--- src/rtl/ewc_pkg.sv ---
package ewc_pkg;

  typedef enum logic [1:0] {
    BS_IDLE = 2'd0,
    BS_LEAD = 2'd1,
    BS_PINW = 2'd2,
    BS_LAST = 2'd3
  } bus_state_e;

endpackage

--- src/rtl/ewc_area_class.sv ---
module ewc_area_class #(
  parameter int NUM_AREAS = 8,
  parameter int LW_W = 2,
  parameter logic [NUM_AREAS-1:0] LONG_MASK = 8'b0100_0101,
  parameter logic [NUM_AREAS-1:0] NOPIN_MASK = 8'b0000_1000,
  localparam int AREA_W = $clog2(NUM_AREAS)
) (
  input  logic [AREA_W-1:0]    area,
  input  logic [NUM_AREAS-1:0] wait_en,
  input  logic [LW_W-1:0]      long_cnt,
  output logic [LW_W-1:0]      lead_cnt,
  output logic                 pin_ok
);

  logic [LW_W-1:0]      lead_a [NUM_AREAS];
  logic [NUM_AREAS-1:0] pin_a;

  for (genvar gi = 0; gi < NUM_AREAS; gi++) begin : g_area
    if (LONG_MASK[gi]) begin : g_long
      assign lead_a[gi] = long_cnt;
    end else begin : g_short
      assign lead_a[gi] = LW_W'(wait_en[gi]);
    end
    assign pin_a[gi] = wait_en[gi] & ~NOPIN_MASK[gi];
  end

  assign lead_cnt = lead_a[area];
  assign pin_ok   = pin_a[area];

endmodule

--- src/rtl/ewc_seq.sv ---
module ewc_seq
  import ewc_pkg::*;
#(
  parameter int LW_W = 2
) (
  input  logic            clk,
  input  logic            rst,
  input  logic            start,
  input  logic [LW_W-1:0] lead_cnt,
  input  logic            pin_ok,
  input  logic            wait_n,
  output bus_state_e      state,
  output logic            last,
  output logic            done
);

  bus_state_e      st_q, st_d;
  logic [LW_W-1:0] cnt_q, cnt_d;
  logic            pin_q, pin_d;

  always_comb begin
    st_d  = st_q;
    cnt_d = cnt_q;
    pin_d = pin_q;
    unique case (st_q)
      BS_IDLE: begin
        if (start) begin
          pin_d = pin_ok;
          if (lead_cnt != '0) begin
            st_d  = BS_LEAD;
            cnt_d = lead_cnt - 1'b1;
          end else if (pin_ok && !wait_n) begin
            st_d = BS_PINW;
          end else begin
            st_d = BS_LAST;
          end
        end
      end
      BS_LEAD: begin
        if (cnt_q != '0) begin
          cnt_d = cnt_q - 1'b1;
        end else if (pin_q && !wait_n) begin
          st_d = BS_PINW;
        end else begin
          st_d = BS_LAST;
        end
      end
      BS_PINW: begin
        if (wait_n) st_d = BS_LAST;
      end
      BS_LAST: begin
        st_d = BS_IDLE;
      end
      default: st_d = BS_IDLE;
    endcase
  end

  always_ff @(posedge clk) begin
    if (rst) begin
      st_q  <= BS_IDLE;
      cnt_q <= '0;
      pin_q <= 1'b0;
      last  <= 1'b0;
      done  <= 1'b0;
    end else begin
      st_q  <= st_d;
      cnt_q <= cnt_d;
      pin_q <= pin_d;
      last  <= (st_d == BS_LAST);
      done  <= (st_q == BS_LAST);
    end
  end

  assign state = st_q;

endmodule

--- src/rtl/ext_wait_ctl.sv ---
module ext_wait_ctl
  import ewc_pkg::*;
#(
  parameter int NUM_AREAS = 8,
  parameter int LW_W = 2,
  parameter logic [NUM_AREAS-1:0] LONG_MASK = 8'b0100_0101,
  parameter logic [NUM_AREAS-1:0] NOPIN_MASK = 8'b0000_1000,
  localparam int AREA_W = $clog2(NUM_AREAS)
) (
  input  logic                 clk,
  input  logic                 rst,
  input  logic                 req_valid,
  input  logic [AREA_W-1:0]    req_area,
  input  logic [NUM_AREAS-1:0] wait_en,
  input  logic [LW_W-1:0]      long_cnt,
  input  logic                 wait_n,
  output logic [1:0]           bus_state,
  output logic                 last_o,
  output logic                 done_o
);

  logic [LW_W-1:0] lead_cnt;
  logic            pin_ok;
  logic            start;
  bus_state_e      st;

  ewc_area_class #(
    .NUM_AREAS (NUM_AREAS),
    .LW_W      (LW_W),
    .LONG_MASK (LONG_MASK),
    .NOPIN_MASK(NOPIN_MASK)
  ) u_class (
    .area    (req_area),
    .wait_en (wait_en),
    .long_cnt(long_cnt),
    .lead_cnt(lead_cnt),
    .pin_ok  (pin_ok)
  );

  assign start = req_valid && (st == BS_IDLE);

  ewc_seq #(
    .LW_W(LW_W)
  ) u_seq (
    .clk     (clk),
    .rst     (rst),
    .start   (start),
    .lead_cnt(lead_cnt),
    .pin_ok  (pin_ok),
    .wait_n  (wait_n),
    .state   (st),
    .last    (last_o),
    .done    (done_o)
  );

  assign bus_state = st;

endmodule

--- config.mk ---
export PLATFORM = sky130hd
export DESIGN_NAME = ext_wait_ctl
export DESIGN_NICKNAME = d
export VERILOG_FILES = /design/src/rtl/ewc_pkg.sv /design/src/rtl/ewc_area_class.sv /design/src/rtl/ewc_seq.sv /design/src/rtl/ext_wait_ctl.sv
export SDC_FILE = /design/constraint.sdc
export NUM_CORES = 1
export LEC_CHECK = 0
export ABC_AREA = 1
export BUFFER_PORTS_ARGS = -buffer_cell sky130_fd_sc_hd__buf_2
export CAP_MARGIN = 20
export CORE_AREA = 5 5 42 44
export DETAILED_ROUTE_END_ITERATION = 8
export DIE_AREA = 0 0 47 49
export PLACE_DENSITY = 0.69
export SYNTH_ARGS = -nofsm -noshare
export SYNTH_HDL_FRONTEND = slang
export SYNTH_SLANG_ARGS = --single-unit
--- constraint.sdc ---
create_clock -name clk -period 1.85 [get_ports clk]
set_clock_uncertainty 0.15 [all_clocks]
set_input_delay 0.2775 -clock clk [delete_from_list [all_inputs] [get_ports clk]]
set_output_delay 0.2775 -clock clk [all_outputs]
set_load 0.02 [all_outputs]
==> metrics.csv <==
stage;metric;value;unit
route;DRT Pass-1 Iters;4;
global_routing;grt ovf;0;
route;Avg Vias per Cell;4.75;
timing;Setup TNS Final;0;ns
yosys;post-synthesis compound-gate area fraction;17.3;%
finish;fin cells;121;
yosys;Syn Inst Count;81;
yosys;Synth cell types;18;
yosys;multiplexer area fraction after synthesis;0;%
clock_network;CTS buffer count;3;
route;per-cell routed wire length;9.97;µm
timing;Fin. Hold Viols;0;
finish;Area growth, synth to finish;29.3;%
clock_network;clk root buf;clkbuf_4;
yosys;Primary FF master, synth;dfxtp_1;
place;HPWL after detailed placement;1.02;mm
timing;PnR worst setup slack;0.310;ns
finish;# fillers;159;
route;Routed WL;1.21;mm
timing;fmax;0.649;GHz
floorplanning;die area;2300;µm²
yosys;top post-synthesis cells by count;17 x nand2_1, 13 x inv_1, 11 x nand3_1;
floorplanning;CORE AREA;1400;µm²
timing;Final period util;83.2;%
yosys;#FFs+latches synth;7;
worst_setup_path;WP data arrival;1.54;ns
yosys;leading area contributor after synthesis;dfxtp_1;
yosys;EDFF count, synth;0;
yosys;Synth Warn #;0;
place;# port buffers;20;
route;DR vias;575;
status;status;completed;
job;max cap viols;0;
yosys;synth top area cells;dfxtp_1 28%, nand2_1 13%, nand3_1 11%, inv_1 9.8%, nor2_1 6.0%;
global_routing;initial antenna violation count;0;
floorplanning;Cell Rows;14;
global_routing;largest net degree at the start of global routing;8;
global_routing;Total Routing Usage GR;12.0;%
power_and_ir_drop;peak supply drop;0.554;mV
power_and_ir_drop;power density cells;976;nW/µm²
place;pre-CTS WS;0.336;ns
global_routing;vias in the first global route;517;
floorplanning;initial core utilization;35.6;%
clock_network;CTS sink cnt;7;
finish;final core utilization;46.1;%
clock_network;Setup Buffers After CTS;0;
yosys;top-count cell post-synth;nand2_1;
place;GPL Wtd Cong;0.825;
worst_setup_path;required time at the worst-slack endpoint;1.85;ns
yosys;Syn Area/Cell;6.16;µm²
finish;# diodes;0;
timing;Slew @ Worst Pin;0.330;ns
yosys;Post-Synth Simple-Gate Area;42.6;%
yosys;post-synth top area share;28.1;%
clock_network;# H-tree levels;1;
yosys;Adder-Cell Fraction of Synth Area;0;%
timing;Tmin final;1.54;ns
finish;layout net count;123;
clock_network;CTS tree;done;
worst_setup_path;Crit Path Max Fanout;5;
clock_network;cts repair resizes;0;
route;antenna viol nets, final;0;
floorplanning;DIE HEIGHT;49;µm
floorplanning;num ports;21;
yosys;Cell Area, Synth;499;µm²
global_routing;global-route wire length before repair;2.04;mm
clock_network;worst skew pair latency;0.25;ns
timing;RSZ-0062 raised after global routing;no;
timing;Slew HR;77.9;%
yosys;XOR/XNOR share of the synthesized area;0;%
clock_network;clk buf depth;2;
power_and_ir_drop;P_leak;0.365;nW
yosys;share of the yosys chip area belonging to registers;28.1;%
timing;final setup violation count;0;
place;placed cells;117;
route;drt drc;0;
worst_setup_path;Crit Path Category;flip-flop to flip-flop;
clock_network;register clock-pin slew on the reported worst setup and hold paths;0.05;ns
route;Iteration-0 DRC Markers;7;
finish;layout cells sized above 1;33.3;%
worst_setup_path;Setup crit end kind;flip-flop;
floorplanning;Die Wd;47;µm
yosys;Async SR Flop Fraction;0;%
worst_setup_path;CP Launch Type;flip-flop;
yosys;main combinational cell family by area after synthesis;simple AND/OR/NAND/NOR gates;
hold_path;worst hold path type;input port to flip-flop;
timing;fin. max-slew vios;0;
yosys;Syn Nets;98;
power_and_ir_drop;total power;0.630;mW
clock_network;Hold Buf Count CTS;0;
-- critical path, cell delays in order (launching register included) --
cell and delay, ns:
dfxtp_1 0.42, inv_2 0.08, nor2_2 0.12, inv_2 0.07, or2_4 0.24, nor2_4 0.09, nor2_2 0.05, nand2_2 0.08
nand2_1 0.05, nand2_1 0.05, nor2_1 0.03
-- final timing paths --
check,start,end,slack (ns),depth (start not counted)
max reg2reg,u_seq.state[0],u_seq.cnt_q[1],0.31,10
min,rst,u_seq.state[0],0.09,2
max,u_seq.state[0],u_seq.cnt_q[1],0.31,10
min reg2reg,u_seq.state[0],u_seq.done,0.37,2
-- final cells by class --
class / count / area, µm² / area share [%]
tap: 16 / 20.0 / 3.10
clock buffer: 4 / 26.3 / 4.07
multi-input combinational: 58 / 299 / 46.3
sequential: 7 / 140 / 21.7
timing repair buffer: 20 / 100 / 15.5
inverter: 16 / 60.1 / 9.30
-- power by group --
| part | switching [mW] | total, mW | internal [mW] |
|---|---|---|---|
| clock | 0.0555 | 0.138 | 0.0823 |
| sequential | 0.0390 | 0.225 | 0.186 |
| combinational | 0.160 | 0.268 | 0.107 |
-- placed cells by master (no fill, tap or decap) --
master    synthesis  layout
clkbuf_1          0       1
o21ai_0           2       2
a31oi_1           2       2
nor2_4            1       1
nor2_1            8       8
nand2_2           3       3
nor3b_2           1       1
or2_4             1       1
o211ai_1          3       3
a21oi_2           1       1
clkbuf_4          0       3
dfxtp_1           7       7
o21ai_1           1       1
buf_2             0      20
a21oi_1           4       4
nand2_1          17      17
inv_2             3       3
inv_1            13      13
o21bai_1          1       1
nand3_1          11      11
nor2_2            2       2
-- metal layers --
layer	part of all wire, %	GRT usage (%)
met3	4.6	4.80
met2	50	18.1
met5	0	0
met1	43	15.0
met4	1.6	4.15
-- metrics by stage --
step                      hold WS, ns  cell area [µm²]
after global placement          0.343              619
after detailed placement        0.349              619
after CTS                      0.0840              646
final                          0.0919              646
after floorplan                 0.197              499
after global routing           0.0844              646
-- cells by family after synthesis --
group / after synthesis
AND/OR/NAND/NOR: 44
buffers and inverters: 16
flip-flops: 7
AO/OA/AOI/OAI: 14
-- state kept, by name (all words and copies together), names as in the netlist --
signal       flops
u_seq.last       1
u_seq.done       1
u_seq.pin_q      1
u_seq.state      2
u_seq.cnt_q      2
No activity file was read; power rests on OpenSTA's default activity.
